`src/rtl/bwm_pkg.sv`:
```
package bwm_pkg;

    // Forwarding engine states
    typedef enum logic [1:0] {
        FWD_IDLE  = 2'd0,
        FWD_ISSUE = 2'd1,
        FWD_RESP  = 2'd2
    } fwd_state_e;

endpackage

```
`src/rtl/bwm_bank_shifter.sv`:
```
module bwm_bank_shifter #(
    parameter int ADDR_W = 24,
    parameter int WIN_W  = 15,
    parameter int DATA_W = 8
) (
    input  logic              clk,
    input  logic              rst_n,
    input  logic              wr_en,
    input  logic [DATA_W-1:0] wr_data,
    output logic [ADDR_W-1:0] base
);

    localparam int BANK_BITS = ADDR_W - WIN_W;
    localparam logic [ADDR_W-1:0] KEEP_MASK = {{BANK_BITS{1'b1}}, {WIN_W{1'b0}}};

    logic [ADDR_W-1:0] data_ext;
    logic [ADDR_W-1:0] base_nxt;

    // Upper data bits are shifted past the top and the mask removes the rest.
    always_comb begin
        data_ext = ADDR_W'(wr_data);
        base_nxt = ((base >> 1) | (data_ext << (ADDR_W - 1))) & KEEP_MASK;
    end

    always_ff @(posedge clk or negedge rst_n) begin
        if (!rst_n) begin
            base <= '0;
        end else if (wr_en) begin
            base <= base_nxt;
        end
    end


    top_bit_chk: assert property (@(posedge clk) disable iff (!rst_n)
        wr_en |=> base[ADDR_W-1] == $past(wr_data[0]));


    shift_down_chk: assert property (@(posedge clk) disable iff (!rst_n)
        wr_en |=> base[ADDR_W-2:WIN_W] == $past(base[ADDR_W-1:WIN_W+1]));


    low_zero_chk: assert property (@(posedge clk) disable iff (!rst_n)
        base[WIN_W-1:0] == '0);


    hold_chk: assert property (@(posedge clk) disable iff (!rst_n)
        !wr_en |=> $stable(base));

endmodule

```
`src/rtl/bwm_addr_xlate.sv`:
```
module bwm_addr_xlate #(
    parameter int ADDR_W = 24,
    parameter int WIN_W  = 15
) (
    input  logic [ADDR_W-1:0] base,
    input  logic [WIN_W-1:0]  offset,
    output logic [ADDR_W-1:0] addr
);

    logic [ADDR_W-1:0] off_ext;

    always_comb begin
        off_ext = ADDR_W'(offset);
        addr    = base + off_ext;
    end


    always_comb begin
        window_span_chk: assert (addr[WIN_W-1:0] == offset || base[WIN_W-1:0] != '0);
    end

endmodule

```
`src/rtl/bwm_fwd_fsm.sv`:
```
module bwm_fwd_fsm
    import bwm_pkg::*;
(
    input  logic clk,
    input  logic rst_n,
    input  logic win_req,
    input  logic mst_ack,
    output logic accept,
    output logic complete,
    output logic mst_req,
    output logic win_ready
);

    fwd_state_e state, state_nxt;

    // State register
    always_ff @(posedge clk or negedge rst_n) begin
        if (!rst_n) begin
            state <= FWD_IDLE;
        end else begin
            state <= state_nxt;
        end
    end

    // Transitions: ACCEPT, COMPLETE, RELEASE
    always_comb begin
        state_nxt = state;
        unique case (state)
            FWD_IDLE:  if (win_req) state_nxt = FWD_ISSUE;
            FWD_ISSUE: if (mst_ack) state_nxt = FWD_RESP;
            FWD_RESP:  state_nxt = FWD_IDLE;
            default:   state_nxt = FWD_IDLE;
        endcase
    end

    // Outputs
    always_comb begin
        accept    = 1'b0;
        complete  = 1'b0;
        mst_req   = 1'b0;
        win_ready = 1'b0;
        unique case (state)
            FWD_IDLE:  accept = win_req;
            FWD_ISSUE: begin
                mst_req  = 1'b1;
                complete = mst_ack;
            end
            FWD_RESP:  win_ready = 1'b1;
            default:   ;
        endcase
    end


    ready_pulse_chk: assert property (@(posedge clk) disable iff (!rst_n)
        win_ready |=> !win_ready);


    ready_after_ack_chk: assert property (@(posedge clk) disable iff (!rst_n)
        (mst_req && mst_ack) |=> win_ready);


    req_after_accept_chk: assert property (@(posedge clk) disable iff (!rst_n)
        accept |=> mst_req);


    req_drop_chk: assert property (@(posedge clk) disable iff (!rst_n)
        (mst_req && mst_ack) |=> !mst_req);

endmodule

```
`src/rtl/bank_window_mapper.sv`:
```
module bank_window_mapper #(
    parameter int ADDR_W = 24,
    parameter int WIN_W  = 15,
    parameter int DATA_W = 8
) (
    input  logic              clk,
    input  logic              rst_n,
    input  logic              bank_wr_en,
    input  logic [DATA_W-1:0] bank_wr_data,
    input  logic              win_req,
    input  logic              win_we,
    input  logic [WIN_W-1:0]  win_offset,
    input  logic [DATA_W-1:0] win_wdata,
    output logic              win_ready,
    output logic [DATA_W-1:0] win_rdata,
    output logic              mst_req,
    output logic              mst_we,
    output logic [ADDR_W-1:0] mst_addr,
    output logic [DATA_W-1:0] mst_wdata,
    input  logic              mst_ack,
    input  logic [DATA_W-1:0] mst_rdata
);

    logic [ADDR_W-1:0] base;
    logic [ADDR_W-1:0] xlate_addr;
    logic              accept;
    logic              complete;

    bwm_bank_shifter #(
        .ADDR_W (ADDR_W),
        .WIN_W  (WIN_W),
        .DATA_W (DATA_W)
    ) u_shifter (
        .clk     (clk),
        .rst_n   (rst_n),
        .wr_en   (bank_wr_en),
        .wr_data (bank_wr_data),
        .base    (base)
    );

    bwm_addr_xlate #(
        .ADDR_W (ADDR_W),
        .WIN_W  (WIN_W)
    ) u_xlate (
        .base   (base),
        .offset (win_offset),
        .addr   (xlate_addr)
    );

    bwm_fwd_fsm u_fsm (
        .clk       (clk),
        .rst_n     (rst_n),
        .win_req   (win_req),
        .mst_ack   (mst_ack),
        .accept    (accept),
        .complete  (complete),
        .mst_req   (mst_req),
        .win_ready (win_ready)
    );

    // Access latch: address is taken from the base before any same-edge bank write.
    always_ff @(posedge clk or negedge rst_n) begin
        if (!rst_n) begin
            mst_addr  <= '0;
            mst_we    <= 1'b0;
            mst_wdata <= '0;
        end else if (accept) begin
            mst_addr  <= xlate_addr;
            mst_we    <= win_we;
            mst_wdata <= win_wdata;
        end
    end

    always_ff @(posedge clk or negedge rst_n) begin
        if (!rst_n) begin
            win_rdata <= '0;
        end else if (complete) begin
            win_rdata <= mst_rdata;
        end
    end


    hold_addr_chk: assert property (@(posedge clk) disable iff (!rst_n)
        (mst_req && !mst_ack) |=> (mst_req && $stable(mst_addr) && $stable(mst_we)));


    rdata_pass_chk: assert property (@(posedge clk) disable iff (!rst_n)
        (mst_req && mst_ack) |=> win_rdata == $past(mst_rdata));


    accept_base_chk: assert property (@(posedge clk) disable iff (!rst_n)
        accept |=> mst_addr[ADDR_W-1:WIN_W] == $past(base[ADDR_W-1:WIN_W]));

endmodule

```
`config.mk`:
```
export PLATFORM = sky130hd
export DESIGN_NAME = bank_window_mapper
export DESIGN_NICKNAME = d
export VERILOG_FILES = /design/src/rtl/bwm_pkg.sv /design/src/rtl/bwm_bank_shifter.sv /design/src/rtl/bwm_addr_xlate.sv /design/src/rtl/bwm_fwd_fsm.sv /design/src/rtl/bank_window_mapper.sv
export SDC_FILE = /design/constraint.sdc
export NUM_CORES = 1
export LEC_CHECK = 0
export BUFFER_PORTS_ARGS = -buffer_cell sky130_fd_sc_hd__buf_2
export CORE_UTILIZATION = 50
export DETAILED_ROUTE_END_ITERATION = 16
export GPL_TIMING_DRIVEN = 0
export PLACE_DENSITY_LB_ADDON = 0.05
export SYNTH_ARGS = -nofsm -noshare
export SYNTH_HDL_FRONTEND = slang
export SYNTH_SLANG_ARGS = --single-unit
```
`constraint.sdc`:
```
create_clock -name clk -period 3.85 [get_ports clk]
set_input_delay 0.1925 -clock clk [delete_from_list [all_inputs] [get_ports clk]]
set_output_delay 0.1925 -clock clk [all_outputs]
set_load 0.02 [all_outputs]
```
* Yosys cells after proc, flatten, opt, wreduce, memory -nomap -nowiden
Index checks and enable logic that the tools add are counted.
** Cells by class
- Equality and inequality tests :: 4
- Reduce and logical (&&, ||, !) cells :: 2
- Multiplexer cells :: 7
- Add/subtract/negate cells :: 1
- Bitwise operators :: 1
** Operators with widths (count)
- 24-bit by 15-bit adder with 24-bit output :: 1
- 23-bit by 24-bit OR with 24-bit output :: 1
- 1-bit 2-to-1 mux :: 4
- 2-bit 2-to-1 mux :: 2
- 2-bit != test, second input constant :: 2
- 2-bit one-hot mux with 2 select lines :: 1
- 2-bit by 1-bit == test with 1-bit output, second input constant :: 1
- 2-bit == test, second input constant :: 1
- 2-bit logical NOT :: 1
- 2-bit AND reduction :: 1
** Storage, ports and cells
- Logic and storage cells :: 21
- Bits of input ports :: 45
- Bits in registers :: 52
- Output and inout port bits :: 43

* Depth between registers and ports, before layout
Gate-level depths: netlist of run 1.
- Depth in word-level cells :: 3
- Depth in mapped cells :: 3
- Mapped depth without buffers :: 2

* By module
Synthesis of run 1 repeated with hierarchy kept, for this count alone.
** Unflattened totals
- Cells, all modules :: 257
- Area, all modules :: 3223.1 um2
** Modules (own cells, without submodules)
- bank_window_mapper :: area each 1676.6 um2, cells each 87, times used 1, sequential area each 1026.0 um2
- bwm_addr_xlate :: area each 953.4 um2, cells each 125, times used 1, sequential area each 0.0 um2
- bwm_bank_shifter :: area each 488.0 um2, cells each 35, times used 1, sequential area each 225.2 um2
- bwm_fwd_fsm :: area each 105.1 um2, cells each 10, times used 1, sequential area each 50.0 um2

* Worst setup path before layout of run 1
No wires, ideal clock.
- Kind :: flip-flop to flip-flop
- From :: register u_fsm.state[1]
- To :: register mst_addr[13]
- Setup time :: 125 ps
- Required time :: 3725 ps
- Path buffers :: 1
- Cell stages (with the launch flop) :: 4
- Period minus slack after synthesis :: 1381 ps
- Arrival time :: 1256 ps
- Path slack :: 2469 ps
- Cells stage by stage :: dfrtp_1 -> nor3b_4 -> buf_6 -> mux2_2
** On the way
- Cells in the longest elaborated chain, start to end :: 2
** RTL lines
- from (decl) :: line bwm_fwd_fsm.sv:14 : fwd_state_e state, state_nxt;
- from (signal assigned) :: line bwm_fwd_fsm.sv:21 : state <= state_nxt;
- 2-bit logical NOT :: line bwm_fwd_fsm.sv:42 : unique case (state)
- 1-bit 2-to-1 mux :: line bwm_fwd_fsm.sv:42
- to (signal assigned) :: line bank_window_mapper.sv:68 : mst_addr <= xlate_addr;
- to (decl) :: line bank_window_mapper.sv:18 : output logic [ADDR_W-1:0] mst_addr,
Every way passes these cells.
A chain may end at the register's enable or synchronous reset.

* Final worst setup path of run 1
- From :: register u_fsm.state[0]
- To :: register mst_addr[2]
The elaborated chain is that of the path after synthesis.

==> flow_metrics.env, run 1 <==
export IMPL_cts_tree="done"
export IMPL_dpl_cell_area_mm2=0.00242
export IMPL_worstMarginPinSlew_ps=1080
export IMPL_irDropWorstVdd_mv=0.468
export IMPL_hold_class="input port to async pin"
export IMPL_fin_area_mm2=0.00253
export IMPL_clk_path_buf_depth=2
export IMPL_use_met2=0.296
export IMPL_avgRoutedWirePerCell_um=13.0
export IMPL_cts_post_setup_buffers_inserted=0
export IMPL_drc_errors=0
export IMPL_fmax_mhz=667
export IMPL_cts_root_buf="clkbuf_8"
export IMPL_maxCapViolCount=0
export IMPL_grt_met3_usage=0.0440
export IMPL_ios=88
export IMPL_firstDrtPassIters=3
export IMPL_stdcell_count=249
export IMPL_die_x_um=64.7
export IMPL_slew_headroom=0.277
export IMPL_synth_ff_type="dfrtp_1"
export IMPL_ys_warnings_count=0
export IMPL_cp_max_fo=10
export IMPL_syn_area_per_cell_um2=17.3
export IMPL_rows=22
export IMPL_crit_arrival_ps=1690
export IMPL_synth_async_reset_ratio=1.00
export IMPL_critPathCaptureType="flop"
export IMPL_synth_top_cell_area_share=0.662
export IMPL_ys_top_cells_by_area="dfrtp_1 66%, mux2_2 27%, buf_6 1.7%, mux2_1 1.1%, nor3b_4 0.95%"
export IMPL_cts_hold_buffers=0
export IMPL_cts_resized=0
export IMPL_dieHeight_um=64.7
export IMPL_utilization=0.682
export IMPL_dieArea_mm2=0.00419
export IMPL_skew_ps=5.36
export IMPL_htree_num_levels=2
export IMPL_finalSetupViolations=0
export IMPL_ys_ff_latch=52
export IMPL_synthDistinctLibCells=12
export IMPL_dp_hpwl_mm=2.37
export IMPL_critPathLaunchType="flop"
export IMPL_antenna_left=0
export IMPL_power_per_cell_area_mw_per_mm2=795
export IMPL_synth_edf_count=0
export IMPL_grt_util_met1=0.188
export IMPL_vias=1223
export IMPL_grt_use_total=0.170
export IMPL_crit_type="flop to flop"
export IMPL_synth_top_cells_by_count="52 x dfrtp_1, 48 x mux2_2, 3 x buf_6"
export IMPL_grt_pass1_wl_mm=5.28
export IMPL_wl_mm=3.23
export IMPL_hold_viol=0
export IMPL_drtIter0Drc=37
export IMPL_synth_net_count=159
export IMPL_grt_max_degree=53
export IMPL_min_period_over_period=0.389
export IMPL_top_usage_layer="met2"
export IMPL_grt_pass1_vias=1210
export IMPL_placed_cells=241
export IMPL_tns_ps=0
export IMPL_worstPathRequired_ps=4040
export IMPL_period_needed_ps=1500
export IMPL_r2r_cells=3
export IMPL_synth_seq_area_share=0.662
export IMPL_vias_per_cell=4.91
export IMPL_clk_pin_slew_ps=90
export IMPL_insertion_delay_ps=300
export IMPL_finalMaxSlewViolations=0
export IMPL_num_antenna_cells=0
export IMPL_antenna_found_initial=0
export IMPL_yosys_area_top_type="dfrtp_1"
export IMPL_rsz0062_at_grt="no"
export IMPL_port_buffers=79
export IMPL_p_leak_uw=0.00123
export IMPL_final_layout_size_suffix_gt1_frac=0.697
export IMPL_fin_nets=245
export IMPL_area_delta_synth_final_pct=28.8
export IMPL_grt_overflow=0
export IMPL_core_area_mm2=0.00372
export IMPL_initial_utilization=0.529
export IMPL_numCtsBuffers=5
export IMPL_synth_area_mm2=0.00197
export IMPL_yosysMostFrequentCell="dfrtp_1"
export IMPL_power_total_uw=2020
export IMPL_place_gp_congestion=0.671
export IMPL_syn_inst=114
export IMPL_clkSinkCount=52
export IMPL_status="completed"
-- logic make-up after synthesis --
group | synth area share
AOI/OAI and AO/OA | 0.00254
muxes | 0.286
DFF | 0.662
and+or+nand+nor | 0.0286
buffers and inverters | 0.0210
-- routing by layer --
layer	share of wire	wire length (um)
met1	0.42	1350
met5	0	0
met4	0.022	71
met2	0.49	1580
met3	0.069	222
-- layout make-up --
type | instances | area, um^2
Clock buffer | 5 | 68.8
Multi-Input combinational cell | 57 | 624
Sequential cell | 52 | 1300
Buffer | 4 | 37.5
Inverter | 1 | 3.75
Tap cell | 48 | 60.1
Clock inverter | 3 | 42.5
Fill cell | 287 | 1180
Timing Repair Buffer | 79 | 395
-- power breakdown --
part           leakage (uW)  total (uW)  switching [uW]  internal (uW)
Clock             0.0000541         362             170            192
Combinational      0.000563         773             426            347
Sequential         0.000612         881             112            768
-- flip-flops by register name, indices dropped and copies added, names as in the netlist --
register	flops
mst_addr	24
win_rdata	8
u_shifter.base	9
u_fsm.state	2
mst_wdata	8
mst_we	1
-- worst max-delay path: stages, from the launching register on --
cell,delay (ps)
dfrtp_1,460
nor3b_4,370
buf_6,210
mux2_2,340
-- stage by stage --
stage	setup WS, ps	hold WS, ps
finish	2350	83.2
global route	2260	106
CTS	2330	94.4
detailed placement	2340	424
global placement	2380	411
floorplan	2470	-103
-- worst paths after layout --
check / endpoint / slack [ps] / startpoint
min in group clk: mst_addr[14] / 110 / win_offset[14]
max reg2reg: mst_addr[2] / 2350 / u_fsm.state[0]
min reg2reg: mst_addr[14] / 490 / mst_addr[14]
min: u_shifter.base[16] / 80 / rst_n
max: mst_addr[2] / 2350 / u_fsm.state[0]
max in group asynchronous: win_rdata[3] / 3100 / rst_n
-- placed cells by master (no fill, tap or decap), drive strengths merged --
master	instances
nand2b	2
nand3b	1
buf	82
a21oi	1
inv	1
and2b	1
clkinv	1
mux2	50
clkbuf	6
nor2b	1
nor3b	1
bufinv	1
dfrtp	52
clkinvlp	1
No activity file was read; power rests on OpenSTA's default activity.
==> run 2, diff against run 1 <==
Settings changed: CORE_UTILIZATION 50 to 46.
Clock period 3.85 ns to 1.5 ns, I/O delays scaled along.
==> flow_metrics.env, run 2 (same netlist as run 1, synthesis figures left out) <==
export IMPL_slew_headroom=0.266
export IMPL_avgRoutedWirePerCell_um=13.6
export IMPL_finalSetupViolations=0
export IMPL_max_stage_delay_ps=460
export IMPL_crit_family="flip-flops"
export IMPL_rsz0062_at_grt="no"
export IMPL_seq_power_share=0.424
export IMPL_p_leak_uw=0.00133
export IMPL_place_gp_congestion=0.633
export IMPL_power_frac_comb=0.386
export IMPL_wl_mm=3.72
export IMPL_grt_use_total=0.171
export IMPL_worstPathRequired_ps=1680
export IMPL_clk_pin_slew_ps=90
export IMPL_core_area_mm2=0.00406
export IMPL_dieHeight_um=67.4
export IMPL_power_per_cell_area_mw_per_mm2=1930
export IMPL_top_regs="mst_addr (24), u_shifter.base (9)"
export IMPL_final_layout_size_suffix_gt1_frac=0.646
export IMPL_regMostFlops="mst_addr"
export IMPL_clk_path_buf_depth=2
export IMPL_maxCapViolCount=0
export IMPL_dpl_cell_area_mm2=0.00242
export IMPL_critPathLaunchType="flop"
export IMPL_netSwitchingFraction=0.344
export IMPL_drc_errors=0
export IMPL_antenna_left=0
export IMPL_min_period_over_period=0.959
export IMPL_cp_cell_sequence="nor3b_4 > buf_4 > buf_6 > mux2_2"
export IMPL_hold_class="input port to async pin"
export IMPL_grt_overflow=0
export IMPL_num_antenna_cells=0
export IMPL_htree_num_levels=2
export IMPL_grt_max_degree=53
export IMPL_final_common_cell="buf_2"
export IMPL_worst_path_buf_inv=2
export IMPL_power_share_clock=0.190
export IMPL_clkSinkCount=52
export IMPL_numCtsBuffers=5
export IMPL_irDropWorstVdd_mv=1.17
export IMPL_cts_root_buf="clkbuf_8"
export IMPL_nFillCells=307
export IMPL_largest_reg_flops=24
export IMPL_antenna_found_initial=0
export IMPL_initial_utilization=0.485
export IMPL_grt_pass1_wl_mm=5.67
export IMPL_violations="negative hold slack"
export IMPL_port_buffers=79
export IMPL_die_x_um=67.4
export IMPL_p_switching_uw=1840
export IMPL_p_int_uw=3500
export IMPL_area_delta_synth_final_pct=40.5
export IMPL_hold_viol=41
export IMPL_finalMaxSlewViolations=0
export IMPL_cp_max_fo=10
export IMPL_vias=1303
export IMPL_dieArea_mm2=0.00454
export IMPL_worstMarginPinSlew_ps=1100
export IMPL_layout_common_cells="80 x buf_2, 51 x dfrtp_1, 48 x mux2_2"
export IMPL_placed_cells=243
export IMPL_cts_tree="done"
export IMPL_status="complete, but fails checks"
export IMPL_power_total_uw=5340
export IMPL_critPathCaptureType="flop"
export IMPL_dp_hpwl_mm=2.51
export IMPL_place_ws_ps=-31.1
export IMPL_rows=23
export IMPL_crit_type="flop to flop"
export IMPL_ios=88
export IMPL_insertion_delay_ps=300
export IMPL_drtIter0Drc=52
export IMPL_stdcell_count=273
export IMPL_fin_area_mm2=0.00276
export IMPL_crit_slowest_cell="dfrtp_1"
export IMPL_fin_nets=267
export IMPL_period_needed_ps=1440
export IMPL_crit_arrival_ps=1620
export IMPL_finalWorstSetupSlack_ps=62.2
export IMPL_firstDrtPassIters=3
export IMPL_grt_pass1_vias=1299
export IMPL_vias_per_cell=4.77
export IMPL_whs_ps=-20.7
export IMPL_utilization=0.681
export IMPL_skew_ps=8.91
export IMPL_fmax_mhz=695
-- run 2: layout make-up --
type / instances / area, um^2 / share of cell area
repair buffers: 101 / 606 / 0.219
inverters: 1 / 3.75 / 0.00136
multi-input cells: 57 / 624 / 0.226
clock inverters: 1 / 30.0 / 0.0109
plain buffers: 4 / 37.5 / 0.0136
well taps: 50 / 62.6 / 0.0226
flip-flops and latches: 52 / 1300 / 0.471
clock buffers: 7 / 96.3 / 0.0349
-- run 2: what timing repair did --
| action | CTS | global route |
|---|---|---|
| hold endpoints to repair | 19 | 0 |
| cloned | 0 | 1 |
| gates resized for setup | 0 | 1 |
| pin swaps | 1 | 1 |
| hold buffers | 19 | 0 |
| buffers inserted | 1 | 1 |
| setup endpoints to repair | 30 | 28 |
-- run 2: power by group through the flow --
stage / clock network (uW) / registers, uW / logic [uW]
final: 1010 / 2260 / 2060
after global routing: 1100 / 2350 / 2210
after floorplan: 0 / 2900 / 689
after detailed placement: 0 / 2290 / 2030
after CTS: 1050 / 2260 / 2070
after global placement: 0 / 2260 / 1970
-- run 2: final timing paths --
check	startpoint	end	slack (ps)	cells past startpoint
worst max-delay path	u_fsm.state[0]	mst_addr[21]	60	4
worst min-delay path	rst_n	mst_addr[15]	-20	1
worst max register to register	u_fsm.state[0]	mst_addr[21]	60	4
worst min register to register	mst_addr[14]	mst_addr[14]	480	1
max in group asynchronous	rst_n	u_fsm.state[1]	780	1
min in group clk	mst_rdata[1]	win_rdata[1]	10	2
-- run 2: stage by stage --
step	hold slack, ps	TNS, ps
3_5_place_dp	299	-454
3_3_place_gp	293	0
5_1_grt	4.18	0
4_1_cts	0.0901	0
2_1_floorplan	-221	0
6_report	-20.7	0
-- run 2: layer usage --
metal / share of wire / track usage
met4: 0.011 / 0.0798
met2: 0.52 / 0.313
met5: 0 / 0
met1: 0.40 / 0.183
met3: 0.062 / 0.0439
==> run 3, diff against run 2 <==
Settings changed: REMOVE_ABC_BUFFERS set to 1.
==> flow_metrics.env, run 3 (same netlist as run 1, synthesis figures left out) <==
export IMPL_power_per_cell_area_mw_per_mm2=1900
export IMPL_top_regs="mst_addr (24), u_shifter.base (9)"
export IMPL_tns_ps=0
export IMPL_worst_path_buf_inv=2
export IMPL_grt_pass1_wl_mm=5.94
export IMPL_maxCapViolCount=0
export IMPL_whs_ps=-8.82
export IMPL_status="complete, but fails checks"
export IMPL_firstDrtPassIters=4
export IMPL_grt_overflow=0
export IMPL_seq_area_mm2=0.00130
export IMPL_critPathLaunchType="flop"
export IMPL_final_layout_size_suffix_gt1_frac=0.659
export IMPL_largest_reg_flops=24
export IMPL_worstMarginPinSlew_ps=1110
export IMPL_utilization=0.664
export IMPL_grt_max_degree=53
export IMPL_r2r_slack_ps=80
export IMPL_critPathCaptureType="flop"
export IMPL_irDropWorstVdd_mv=0.969
export IMPL_cp_max_fo=14
export IMPL_nFillCells=312
export IMPL_multiInputGateArea_um2=624
export IMPL_vias_per_cell=4.83
export IMPL_cts_tree="done"
export IMPL_slew_headroom=0.258
export IMPL_ios=88
export IMPL_crit_slowest_cell="dfrtp_2"
export IMPL_rows=23
export IMPL_hold_viol=29
export IMPL_clkSinkCount=52
export IMPL_num_antenna_cells=0
export IMPL_period_needed_ps=1420
export IMPL_grt_use_total=0.181
export IMPL_insertion_delay_ps=290
export IMPL_p_leak_uw=0.00130
export IMPL_cts_root_buf="clkbuf_8"
export IMPL_dp_hpwl_mm=2.60
export IMPL_finalWorstSetupSlack_ps=80.0
export IMPL_dieHeight_um=67.4
export IMPL_vias=1290
export IMPL_drc_errors=0
export IMPL_dieArea_mm2=0.00454
export IMPL_die_x_um=67.4
export IMPL_r2r_cells=4
export IMPL_r2r_end="mst_we"
export IMPL_place_ws_ps=-274
export IMPL_wl_mm=3.69
export IMPL_grt_pass1_vias=1294
export IMPL_final_common_cell="buf_2"
export IMPL_layout_common_cells="80 x buf_2, 50 x dfrtp_1, 48 x mux2_2"
export IMPL_port_buffers=80
export IMPL_drtIter0Drc=31
export IMPL_worstPathRequired_ps=1680
export IMPL_r2r_start="u_fsm.state[1]"
export IMPL_finalSetupViolations=0
export IMPL_crit_arrival_ps=1600
export IMPL_crit_family="flip-flops"
export IMPL_violations="negative hold slack"
export IMPL_initial_utilization=0.485
export IMPL_antenna_found_initial=0
export IMPL_numCtsBuffers=5
export IMPL_max_stage_delay_ps=450
export IMPL_hold_class="input port to async pin"
export IMPL_fin_nets=261
export IMPL_min_period_over_period=0.947
export IMPL_core_area_mm2=0.00406
export IMPL_skew_ps=7.01
export IMPL_clk_path_buf_depth=2
export IMPL_htree_num_levels=2
export IMPL_area_delta_synth_final_pct=37.0
export IMPL_place_gp_congestion=0.599
export IMPL_finalMaxSlewViolations=0
export IMPL_avgRoutedWirePerCell_um=13.8
export IMPL_antenna_left=0
export IMPL_rsz0062_at_grt="no"
export IMPL_clk_pin_slew_ps=90
export IMPL_fmax_mhz=704
export IMPL_regMostFlops="mst_addr"
export IMPL_crit_type="flop to flop"
export IMPL_cp_cell_sequence="nor3b_4 > buf_8 > buf_12 > mux2_2"
run 3: layer usage:
layer,global-route usage,wire (um),vias up
met5,0,0,-
met4,0.0638,37,0
met3,0.0557,235,5
met2,0.311,1920,55
met1,0.212,1500,630
li1,-,-,600
run 3: worst max path at each step:
stage / endpoint / depth (start not counted) / start / slack [ps]
5_1_grt: mst_wdata[0] / 4 / u_fsm.state[1] / 20
4_1_cts: mst_we / 4 / u_fsm.state[0] / 50
3_5_place_dp: mst_we / 4 / u_fsm.state[0] / -270
3_3_place_gp: mst_addr[13] / 2 / u_fsm.state[1] / -720
2_1_floorplan: mst_addr[0] / 2 / u_fsm.state[1] / -390
6_report: mst_we / 4 / u_fsm.state[1] / 80
run 3: final cells by class:
class | count | area share
sequential | 52 | 0.484
tap | 50 | 0.0232
inverter | 1 | 0.00139
clock buffer | 8 | 0.0334
multi-input combinational | 57 | 0.232
timing repair buffer | 99 | 0.227
run 3: through the flow:
stage / power, uW / std cells / cell area [um^2] / hold slack, ps
floorplan: 3550 / 110 / 1930 / -221
global placement: 4190 / 240 / 2390 / 296
detailed placement: 4330 / 242 / 2420 / 312
CTS: 5190 / 266 / 2680 / 0.577
global route: 5460 / 267 / 2700 / 5.87
finish: 5130 / 267 / 2700 / -8.82
run 3: timing repair:
action,4_1_cts,5_1_grt
pin swaps,1,1
setup buffers,2,1
resized for setup,1,2
setup endpoints to repair,26,14
endpoints found under the hold margin,14,0
hold buffers,14,0
run 3: where the power goes:
group / switching [uW] / total [uW] / internal, uW
Sequential: 288 / 2260 / 1970
Combinational: 1120 / 2080 / 954
Clock: 416 / 793 / 377
Total: 1830 / 5130 / 3310
